<file path="src/rtl/exc_entry_pkg.sv">
`timescale 1ns/1ps
package exc_entry_pkg;

  localparam int NUM_EXC = 7;
  localparam int MODE_W  = 5;
  localparam int I_BIT   = 7;
  localparam int F_BIT   = 6;

  // request line positions
  localparam int REQ_RESET = 0;
  localparam int REQ_UNDEF = 1;
  localparam int REQ_SWI   = 2;
  localparam int REQ_PABT  = 3;
  localparam int REQ_DABT  = 4;
  localparam int REQ_IRQ   = 5;
  localparam int REQ_FIQ   = 6;

  // slot code equals vector offset divided by four; code 5 is reserved
  typedef enum logic [2:0] {
    SLOT_RESET = 3'd0,
    SLOT_UNDEF = 3'd1,
    SLOT_SWI   = 3'd2,
    SLOT_PABT  = 3'd3,
    SLOT_DABT  = 3'd4,
    SLOT_IRQ   = 3'd6,
    SLOT_FIQ   = 3'd7
  } exc_slot_e;

  localparam logic [MODE_W-1:0] MODE_FIQ = 5'h11;
  localparam logic [MODE_W-1:0] MODE_IRQ = 5'h12;
  localparam logic [MODE_W-1:0] MODE_SUP = 5'h13;
  localparam logic [MODE_W-1:0] MODE_ABT = 5'h17;
  localparam logic [MODE_W-1:0] MODE_UND = 5'h1B;

  // rank 0 is the most urgent
  function automatic int rank_to_line(int rank);
    case (rank)
      0:       return REQ_RESET;
      1:       return REQ_DABT;
      2:       return REQ_FIQ;
      3:       return REQ_IRQ;
      4:       return REQ_PABT;
      5:       return REQ_UNDEF;
      default: return REQ_SWI;
    endcase
  endfunction

  function automatic exc_slot_e line_to_slot(int line);
    case (line)
      REQ_RESET: return SLOT_RESET;
      REQ_UNDEF: return SLOT_UNDEF;
      REQ_SWI:   return SLOT_SWI;
      REQ_PABT:  return SLOT_PABT;
      REQ_DABT:  return SLOT_DABT;
      REQ_IRQ:   return SLOT_IRQ;
      default:   return SLOT_FIQ;
    endcase
  endfunction

  function automatic logic [MODE_W-1:0] slot_mode(exc_slot_e s);
    case (s)
      SLOT_UNDEF:             return MODE_UND;
      SLOT_PABT, SLOT_DABT:   return MODE_ABT;
      SLOT_IRQ:               return MODE_IRQ;
      SLOT_FIQ:               return MODE_FIQ;
      default:                return MODE_SUP;
    endcase
  endfunction

endpackage

</file>
<file path="src/rtl/exc_prio_sel.sv">
`timescale 1ns/1ps
module exc_prio_sel
  import exc_entry_pkg::*;
(
  input  logic [NUM_EXC-1:0] req_i,
  input  logic               f_mask_i,
  input  logic               i_mask_i,
  output logic               hit_o,
  output exc_slot_e          slot_o
);

  logic [NUM_EXC-1:0] qual;

  genvar g;
  generate
    for (g = 0; g < NUM_EXC; g++) begin : g_qual
      if (g == REQ_FIQ) begin : g_f
        assign qual[g] = req_i[g] & ~f_mask_i;
      end else if (g == REQ_IRQ) begin : g_i
        assign qual[g] = req_i[g] & ~i_mask_i;
      end else begin : g_p
        assign qual[g] = req_i[g];
      end
    end
  endgenerate

  // walk from least to most urgent so the most urgent overwrites
  always_comb begin
    hit_o  = 1'b0;
    slot_o = SLOT_RESET;
    for (int r = NUM_EXC - 1; r >= 0; r--) begin
      if (qual[rank_to_line(r)]) begin
        hit_o  = 1'b1;
        slot_o = line_to_slot(rank_to_line(r));
      end
    end
  end

endmodule

</file>
<file path="src/rtl/exc_entry_map.sv">
`timescale 1ns/1ps
module exc_entry_map
  import exc_entry_pkg::*;
#(
  parameter int              ADDR_W   = 32,
  parameter int              STAT_W   = 32,
  parameter logic [ADDR_W-1:0] HI_BASE = 32'hFFFF_0000,
  parameter int              LINK_OFF = 4
) (
  input  exc_slot_e          slot_i,
  input  logic               hi_vec_i,
  input  logic [ADDR_W-1:0]  pc_i,
  input  logic [STAT_W-1:0]  status_i,
  output logic [ADDR_W-1:0]  vector_o,
  output logic [MODE_W-1:0]  mode_o,
  output logic [ADDR_W-1:0]  link_o,
  output logic [STAT_W-1:0]  new_status_o,
  output logic               save_o
);

  localparam int OFF_W = 5;

  logic [OFF_W-1:0]  offset;
  logic [ADDR_W-1:0] base;
  logic              is_reset;

  assign is_reset = (slot_i == SLOT_RESET);
  assign offset   = {slot_i, 2'b00};
  assign base     = hi_vec_i ? HI_BASE : '0;
  assign vector_o = base | ADDR_W'(offset);
  assign mode_o   = slot_mode(slot_i);
  assign link_o   = is_reset ? '0 : pc_i + ADDR_W'(LINK_OFF);
  assign save_o   = ~is_reset;

  always_comb begin
    new_status_o           = status_i;
    new_status_o[MODE_W-1:0] = mode_o;
    new_status_o[I_BIT]    = 1'b1;
    if (is_reset || slot_i == SLOT_FIQ) new_status_o[F_BIT] = 1'b1;
  end

endmodule

</file>
<file path="src/rtl/exc_entry_unit.sv">
`timescale 1ns/1ps
module exc_entry_unit
  import exc_entry_pkg::*;
#(
  parameter int ADDR_W = 32,
  parameter int STAT_W = 32
) (
  input  logic                      clk,
  input  logic                      rst,
  input  logic [NUM_EXC-1:0]        req_i,
  input  logic                      hi_vec_i,
  input  logic [ADDR_W-1:0]         pc_i,
  input  logic [STAT_W-1:0]         status_i,
  output logic                      entry_o,
  output logic [ADDR_W-1:0]         vector_o,
  output logic [MODE_W-1:0]         mode_o,
  output logic [ADDR_W-1:0]         link_o,
  output logic [STAT_W-1:0]         new_status_o,
  output logic [STAT_W-1:0]         saved_status_o,
  output logic                      saved_we_o
);

  logic              hit;
  exc_slot_e         slot;
  logic              take;
  logic              pause_q;
  logic [ADDR_W-1:0] vec_d, link_d;
  logic [MODE_W-1:0] mode_d;
  logic [STAT_W-1:0] stat_d;
  logic              save_d;

  exc_prio_sel u_sel (
    .req_i    (req_i),
    .f_mask_i (status_i[F_BIT]),
    .i_mask_i (status_i[I_BIT]),
    .hit_o    (hit),
    .slot_o   (slot)
  );

  exc_entry_map #(.ADDR_W(ADDR_W), .STAT_W(STAT_W)) u_map (
    .slot_i       (slot),
    .hi_vec_i     (hi_vec_i),
    .pc_i         (pc_i),
    .status_i     (status_i),
    .vector_o     (vec_d),
    .mode_o       (mode_d),
    .link_o       (link_d),
    .new_status_o (stat_d),
    .save_o       (save_d)
  );

  assign take = hit & ~pause_q;

  always_ff @(posedge clk) begin
    if (rst) begin
      pause_q        <= 1'b0;
      entry_o        <= 1'b0;
      saved_we_o     <= 1'b0;
      vector_o       <= '0;
      mode_o         <= '0;
      link_o         <= '0;
      new_status_o   <= '0;
      saved_status_o <= '0;
    end else begin
      pause_q    <= take;
      entry_o    <= take;
      saved_we_o <= take & save_d;
      if (take) begin
        vector_o     <= vec_d;
        mode_o       <= mode_d;
        link_o       <= link_d;
        new_status_o <= stat_d;
        if (save_d) saved_status_o <= status_i;
      end
    end
  end

endmodule

</file>
<file path="config.mk">
export PLATFORM = sky130hd
export DESIGN_NAME = exc_entry_unit
export DESIGN_NICKNAME = d
export VERILOG_FILES = /design/src/rtl/exc_entry_pkg.sv /design/src/rtl/exc_prio_sel.sv /design/src/rtl/exc_entry_map.sv /design/src/rtl/exc_entry_unit.sv
export SDC_FILE = /design/constraint.sdc
export NUM_CORES = 1
export LEC_CHECK = 0
export BUFFER_PORTS_ARGS = -buffer_cell sky130_fd_sc_hd__buf_2
export CORE_MARGIN = 8
export CORE_UTILIZATION = 50
export CTS_CLUSTER_DIAMETER = 200
export DETAILED_ROUTE_END_ITERATION = 8
export PLACE_DENSITY = 0.85
export SLEW_MARGIN = 40
export SYNTH_ARGS = -nofsm -noshare
export SYNTH_HDL_FRONTEND = slang
export SYNTH_SLANG_ARGS = --single-unit
</file>
<file path="constraint.sdc">
create_clock -name clk -period 2.25 [get_ports clk]
set_clock_uncertainty 0.2 [all_clocks]
set_input_delay 0.1125 -clock clk [delete_from_list [all_inputs] [get_ports clk]]
set_output_delay 0.1125 -clock clk [all_outputs]
set_load 0.005 [all_outputs]
</file>
# Word-level counts from Yosys, hierarchy flattened
# Cells that the tools add are included.
# word_totals
register_bits	135
word_cells	100
out_inout_bits	135
inputBits	74
# op_classes
eq_ne	40
muxes	32
addsub	1
n_bitwise	9
n_reduce_logical	11
# op_table
op	n
32-bit by 2-bit == test with 1-bit output, second input constant	14
32-bit by 3-bit == test with 1-bit output, second input constant	14
32-bit two-way mux	9
32-bit by 1-bit == test with 1-bit output, second input constant	7
32-bit logical NOT	7
3-bit case mux with 6 select lines	7
32-bit by 3-bit adder with 32-bit output, second input constant	1
32-bit by 5-bit bitwise OR with 32-bit output	1
3-bit two-way mux	7
4-bit case mux with 4 select lines	1
3-bit == test, second input constant	3
1-bit two-way mux	8
1-bit AND	4
1-bit inverter	4
3-bit by 1-bit == test with 1-bit output, second input constant	1
3-bit by 2-bit == test with 1-bit output, second input constant	1
3-bit logical NOT	1
2-bit AND reduction	1
2-bit OR reduction	1
1-bit logical OR	1

# Longest topological paths before layout
# Gate-level depths: netlist of the first run.
# logic_depth
ltp_word	13
depth_mapped	8
ltp_nobuf	6

# Modules after synthesis
# A second synthesis of the first run with hierarchy kept.
# unflattened
hier_cells	804
hier_area_um2	6063.3
# modules_own_cells
mod	cells_per_inst	area_each_um2	instances
exc_entry_unit	584	4677.0	1
exc_entry_map	207	1307.5	1
exc_prio_sel	13	78.8	1

# Worst setup path before layout of the first run
# No wires, ideal clock.
# synth_timing
kind	input port to flip-flop
from	in pc_i[2]
to	reg link_o[22]
path_slack_ps	655
cell_stages	6
arrival_ps	1278
required_time_ps	1933
setup_ps	117
cell_sequence	ha_1 > nand3_1 > nor4_4 > nand4_1 > xnor2_1 > a22o_1
# synth_between
elab_chain_len	2
# synth_lines
element	line_no	text
from (decl)	exc_entry_unit.sv:12	input logic [ADDR_W-1:0] pc_i,
32-bit by 3-bit adder with 32-bit output	exc_entry_map.sv:32	assign link_o = is_reset ? '0 : pc_i + ADDR_W'(LINK_OFF);
32-bit two-way mux	exc_entry_map.sv:32	
to (signal assigned)	exc_entry_unit.sv:71	link_o <= link_d;
to (decl)	exc_entry_unit.sv:17	output logic [ADDR_W-1:0] link_o,
# No other way between the ends.
# A chain may end at the register's enable or synchronous reset.

# Worst setup path in the final report of the first run
# layout_timing
from	in req_i[2]
to	reg link_o[2]
# layout_between
elab_chain_len	9
# layout_lines
element	line_no	text
from (decl)	exc_entry_unit.sv:10	input logic [NUM_EXC-1:0] req_i,
3-bit two-way mux (7 in a row)	exc_prio_sel.sv:32	if (qual[rank_to_line(r)]) begin
3-bit logical NOT	exc_entry_map.sv:27	assign is_reset = (slot_i == SLOT_RESET);
32-bit two-way mux	exc_entry_map.sv:32	
# Parallel ways exist; a longest one is shown, timed or not.

==> results of run 1 <==
metrics by stage:
stage	setup slack (ns)	hold WS (ns)	total power [mW]	cells	cell area, um2
after global placement	0.4278	0.1528	2.557	774	5180
after CTS	0.02682	0.01276	3.960	862	6131
after global routing	0.002075	0.05995	4.163	865	6217
final	0.04122	0.06373	3.991	866	6220
after detailed placement	0.2896	0.1648	2.579	774	5180
after floorplan	0.6549	0.04847	2.343	530	4458
worst min-delay path by stage:
stage	startpoint	to	cells past startpoint
global route	pc_i[3]	link_o[5]	5
finish	pc_i[4]	link_o[5]	5
floorplan	status_i[10]	new_status_o[10]	2
detailed placement	status_i[0]	saved_status_o[0]	3
global placement	status_i[3]	saved_status_o[3]	3
CTS	pc_i[4]	link_o[4]	4
synth_stat cells (all sizes together), types with 2 or more instances:
library cell	number
nand2	131
dfxtp	101
a21oi	67
buf	55
nor2	28
a22o	22
xnor2	21
nand3	13
nand4	12
clkbuf	9
nor3	9
xor2	7
o21ai	5
inv	4
a22oi	3
nand2b	3
nand3b	3
nand4b	3
nor3b	3
a311oi	2
a31oi	2
nor4	2
o2bb2ai	2
what timing repair did:
action                                  CTS  global route
buffers inserted                          0             2
hold buffers                             72             0
hold endpoints to repair                 98             0
endpoints found under the setup margin    0             1
gates resized for setup                   0             6
cell type report:
class | instances | area, um2 | share of cell area
Clock buffer | 9 | 123.9 | 0.01992
Multi-Input combinational cell | 361 | 2008 | 0.3229
Timing Repair Buffer | 275 | 1807 | 0.2905
Sequential cell | 101 | 2022 | 0.3251
Tap cell | 108 | 135.1 | 0.02173
Antenna cell | 1 | 2.502 | 0.0004023
Inverter | 4 | 15.01 | 0.002414
Clock inverter | 7 | 106.4 | 0.01710
power by group:
group / internal (mW) / leakage [nW] / total, mW / switching (mW)
logic: 0.347 / 1.96 / 0.733 / 0.386
clock network: 0.645 / 0.116 / 1.30 / 0.654
registers: 1.89 / 0.831 / 1.96 / 0.0652
total: 2.89 / 2.91 / 3.99 / 1.10
worst max-delay path, stage by stage:
cell and delay, ns:
sky130_fd_sc_hd__dlygate4sd3_1 0.53, sky130_fd_sc_hd__buf_2 0.14, sky130_fd_sc_hd__nor2_2 0.23, sky130_fd_sc_hd__a41o_4 0.27
sky130_fd_sc_hd__buf_12 0.15, sky130_fd_sc_hd__nor3_1 0.05, sky130_fd_sc_hd__dlygate4sd3_1 0.56, sky130_fd_sc_hd__a21oi_1 0.14
sky130_fd_sc_hd__nor2_1 0.05
layer usage:
metal,share of wire,GRT usage,wire (um),vias to the layer above
met5,0,0,0,-
met4,0.029,0.1080,458,0
met3,0.11,0.07268,1762,44
met2,0.50,0.4148,7823,279
met1,0.36,0.2544,5574,2131
li1,-,-,-,2165
kinds of logic after synthesis:
kind of cell             count (synthesis)  synth area share
AND/OR/NAND/NOR                        213            0.2285
buffers and inverters                   68            0.1029
AO/OA/AOI/OAI                          106            0.1511
other                                    1         0.0008498
adder cells (fa/ha/maj)                  1          0.002835
XOR/XNOR                                28           0.05557
flip-flops                             101            0.4582
flip-flops by register name, indices dropped and copies added (netlist names):
name and count:
mode_o 4, saved_we_o 1, pause_q 1, saved_status_o 32, link_o 32, new_status_o 27
vector_o 4
==> results.py, run 1 <==
metrics = {
    "run_status": {
        "run_status": "finished, final reports clean",
    },
    "power": {
        "power.density_nw_per_um2": 641.7,
        "total_leakage_power_nw": 2.910,
        "power.ir.vdd_worst_uv": 446.6,
    },
    "global_routing": {
        "grt_antenna_before_repair": 0,
        "globalRouteTotalUtil": 0.2363,
        "first_global_vias": 4572,
        "grt_overflow_total": 0,
        "grt_first_pass_wirelength_um": 22760,
        "grt_start_max_net_pins": 64,
    },
    "setup_path": {
        "worst_r2r_path_depth": 6,
        "timing.reg2reg.setup_slack_ns": 0.35,
        "cp_data_required_time_ns": 2.29,
        "startpoint_of_the_worst_slack_reg_to_reg_timing_path": "pause_q",
        "capturing_element_of_the_worst_setup_path": "link_o[2]",
        "cp_max_fo": 12,
        "worstSetupStartpointType": "input port",
        "crit_path_start": "req_i[2]",
        "arrival_ns": 2.25,
        "critPathKind": "in2reg",
        "worst_setup_path_end_kind": "flip-flop",
        "rr_endpoint": "link_o[2]",
    },
    "timing": {
        "maxSlewViolCount": 0,
        "total_count_of_hold_check_failures_in_the_final_report": 0,
        "max_freq_mhz": 452.7,
        "period_share": 0.9817,
        "setup-tns-final_ns": 0,
        "tightestPinTransition_ns": 0.6341,
        "report.final.setup_viol": 0,
        "period_needed_ns": 2.209,
        "grt_setup_unrepaired": "no",
        "timing.max_slew.rel_slack": 0.5772,
    },
    "layout": {
        "syn_to_final_growth_pct": 40.94,
        "fillers": 597,
        "post-route-util": 0.7202,
        "mostFrequentLayoutCells": "sky130_fd_sc_hd__buf_2 (194), sky130_fd_sc_hd__nand2_1 (130), sky130_fd_sc_hd__dfxtp_1 (101), sky130_fd_sc_hd__dlygate4sd3_1 (72), sky130_fd_sc_hd__a21oi_1 (67)",
        "number_of_nets_at_the_end_of_the_flow": 827,
        "layout.cells.most_common": "sky130_fd_sc_hd__buf_2",
        "post_route_cells_drive_above_1_share": 0.3184,
    },
    "routing": {
        "wl_um": 15620,
        "detailedRoute.firstPassIterationCount": 4,
        "wire_per_inst_um": 18.04,
        "antenna_left": 0,
        "remaining_drc_errors": 0,
        "dr_total_vias": 4619,
        "avgViaCountPerCell": 5.334,
        "drt-initial-drc-count": 307,
    },
    "floorplan": {
        "floorplan.initialDensity": 0.5110,
        "io-pin-count": 209,
        "die_y_um": 109.9,
        "row_count": 34,
        "core_area_um2": 8636,
        "dieWidth_um": 109.9,
        "design.die.area_um2": 12090,
    },
    "synth": {
        "postSynthAreaPerCell_um2": 8.519,
        "synth_enable_flop_cells": 0,
        "synth_cell_type_count": 46,
        "synth_top_area_cell": "sky130_fd_sc_hd__dfxtp_1",
        "netlist_instances": 518,
        "synth_async_sr_flop_share": 0,
        "synthDominantCellAreaShare": 0.4582,
        "synth.ff_latch_count": 101,
        "dominantRegCellSynth": "sky130_fd_sc_hd__dfxtp_1",
        "yosysSeqAreaShare": 0.4582,
        "synth.area.top_cells": "sky130_fd_sc_hd__dfxtp_1 (46%), sky130_fd_sc_hd__nand2_1 (11%), sky130_fd_sc_hd__a21oi_1 (7.6%)",
        "synth-warning-count": 0,
        "synth_area_um2": 4413,
    },
    "clock_tree": {
        "path_clk_slew_ns": 0.10,
        "worst_skew_pair.late_latency_ns": 0.35,
        "clock_tree_from_tritoncts": "built",
        "clock-sinks": 101,
        "clock_tree.buffer_depth": 2,
        "cts_max_level": 3,
        "cts_inserted_buffers": 9,
        "clk_root_buffer_cell": "sky130_fd_sc_hd__clkbuf_8",
    },
    "run": {
        "drv.max_cap_violation_count": 0,
    },
    "place": {
        "gp_congestion": 0.9260,
        "numPortBuffers": 195,
        "detailedPlacementHpwl_um": 9522,
    },
    "hold_path": {
        "timing.hold.worst.class": "in2reg",
    },
}
No activity file was read; power rests on OpenSTA's default activity.
==> run 2: changes to the inputs <==
--- a/config.mk
+++ b/config.mk
@@ -11,6 +11,7 @@
 export CTS_CLUSTER_DIAMETER = 200
 export DETAILED_ROUTE_END_ITERATION = 8
 export PLACE_DENSITY = 0.85
+export RECOVER_POWER = 25
 export SLEW_MARGIN = 40
 export SYNTH_ARGS = -nofsm -noshare
 export SYNTH_HDL_FRONTEND = slang
==> results.py, run 2 (synthesized netlist as in run 1, its figures left out) <==
metrics = {
    "power": {
        "power.density_nw_per_um2": 645.4,
        "total_power_mw": 3.981,
        "total_leakage_power_nw": 2.746,
        "power.ir.vdd_worst_uv": 446.3,
    },
    "clock_tree": {
        "cts_max_level": 3,
        "worst_skew_pair.late_latency_ns": 0.34,
        "clock_tree.buffer_depth": 2,
        "clock-sinks": 101,
        "cts_inserted_buffers": 9,
        "clk_root_buffer_cell": "sky130_fd_sc_hd__clkbuf_8",
        "clock_tree_from_tritoncts": "built",
        "path_clk_slew_ns": 0.10,
    },
    "timing": {
        "report.final.setup_viol": 0,
        "maxSlewViolCount": 0,
        "max_freq_mhz": 456.1,
        "postLayoutSetupSlackWorst_ns": 0.05726,
        "grt_setup_unrepaired": "no",
        "timing.max_slew.rel_slack": 0.5762,
        "period_needed_ns": 2.193,
        "tightestPinTransition_ns": 0.6358,
        "total_count_of_hold_check_failures_in_the_final_report": 0,
        "period_share": 0.9746,
        "setup-tns-final_ns": 0,
        "hold_ws_ns": 0.06556,
    },
    "place": {
        "placedCellCount": 774,
        "dp_worst_setup_slack_ns": 0.2896,
        "detailedPlacementHpwl_um": 9522,
        "gp_congestion": 0.9260,
        "cell_area_placed_um2": 5180,
        "numPortBuffers": 195,
    },
    "global_routing": {
        "first_global_vias": 4572,
        "grt_antenna_before_repair": 0,
        "grt_first_pass_wirelength_um": 22760,
        "globalRouteTotalUtil": 0.2363,
        "met3_usage": 0.07268,
        "use_met2": 0.4148,
        "globalRoute.busiestLayer": "met2",
        "grtUsageMet1": 0.2544,
        "grt_overflow_total": 0,
        "grt_start_max_net_pins": 64,
    },
    "layout": {
        "layout.cells.most_common": "sky130_fd_sc_hd__buf_2",
        "largestRegisters": "link_o x32, saved_status_o x32, new_status_o x27",
        "fillers": 628,
        "post_route_cells_drive_above_1_share": 0.2642,
        "stdcell_area_um2": 6168,
        "finalNonFillerCells": 866,
        "number_of_nets_at_the_end_of_the_flow": 827,
        "mostFrequentLayoutCells": "sky130_fd_sc_hd__buf_2 (153), sky130_fd_sc_hd__nand2_1 (130), sky130_fd_sc_hd__dfxtp_1 (101), sky130_fd_sc_hd__dlygate4sd3_1 (72), sky130_fd_sc_hd__a21oi_1 (67)",
        "syn_to_final_growth_pct": 39.78,
        "post-route-util": 0.7143,
    },
    "routing": {
        "detailedRoute.firstPassIterationCount": 5,
        "antenna_left": 0,
        "wire_per_inst_um": 18.09,
        "wl_um": 15670,
        "avgViaCountPerCell": 5.353,
        "dr_total_vias": 4636,
        "drt-initial-drc-count": 302,
        "remaining_drc_errors": 0,
    },
    "setup_path": {
        "worstSetupStartpointType": "input port",
        "startpoint_of_the_worst_slack_reg_to_reg_timing_path": "pause_q",
        "crit_path_start": "req_i[2]",
        "cp_data_required_time_ns": 2.29,
        "worst_path_most_repeated_cell": "sky130_fd_sc_hd__dlygate4sd3_1",
        "critPathSlowestCell": "sky130_fd_sc_hd__dlygate4sd3_1",
        "arrival_ns": 2.23,
        "worst_setup_path_end_kind": "flip-flop",
        "critPathKind": "in2reg",
        "cp_slowest_stage_delay_ns": 0.56,
        "cp_max_fo": 12,
        "cp_cell_sequence": "dlygate4sd3_1, buf_2, nor2_2, a41o_4, buf_12, nor3_1, dlygate4sd3_1, a21oi_1, nor2_1",
    },
    "floorplan": {
        "io-pin-count": 209,
        "design.die.area_um2": 12090,
        "row_count": 34,
        "dieWidth_um": 109.9,
        "die_y_um": 109.9,
        "core_area_um2": 8636,
        "floorplan.initialDensity": 0.5110,
    },
    "run_status": {
        "run_status": "finished, final reports clean",
    },
    "hold_path": {
        "hp-start": "pc_i[4]",
        "timing.hold.worst.class": "in2reg",
    },
    "run": {
        "drv.max_cap_violation_count": 0,
    },
}
run 2: cell types whose count changed in the layout (fill, tap and decap cells not counted), sizes merged:
| cell | previous run | this run |
|---|---|---|
| buf | 201 | 160 |
| clkbuf | 11 | 52 |
run 2: path summary, 6_finish.rpt:
check | to | slack (ns) | cells after the start
worst max-delay path | link_o[2] | 0.06 | 9
worst min-delay path | link_o[5] | 0.07 | 5
worst max register to register | saved_status_o[11] | 0.38 | 5
worst min register to register | vector_o[4] | 0.26 | 2
run 2: repair_timing:
item / CTS / global route
setup buffers: 0 / 2
hold buffers: 72 / 0
resized for setup: 0 / 6
setup endpoints to repair: 0 / 1
hold endpoints to repair: 98 / 0
run 2: worst max-delay path: cells and delay by family:
kind | cells | cell delay [ns]
AOI/OAI and AO/OA | 2 | 0.40
buffers and inverters | 4 | 1.38
and+or+nand+nor | 3 | 0.33
run 2: power by group:
group | internal [mW] | switching (mW)
sequential | 1.89 | 0.0667
clock | 0.645 | 0.652
combinational | 0.336 | 0.387
total | 2.88 | 1.11
run 2: routing by layer:
layer / wire (um) / vias to the layer above
met3: 1791 / 45
met5: 0 / -
met2: 7813 / 303
li1: - / 2172
met1: 5607 / 2116
met4: 457 / 0
run 2: final cells by class:
type,instances,area (um2),area share
Clock inverter,7,106.4,0.01724
Multi-Input combinational cell,361,2008,0.3256
Sequential cell,101,2022,0.3278
Inverter,4,15.01,0.002434
Antenna cell,1,2.502,0.0004057
Clock buffer,9,123.9,0.02008
Tap cell,108,135.1,0.02191
Timing Repair Buffer,275,1755,0.2846
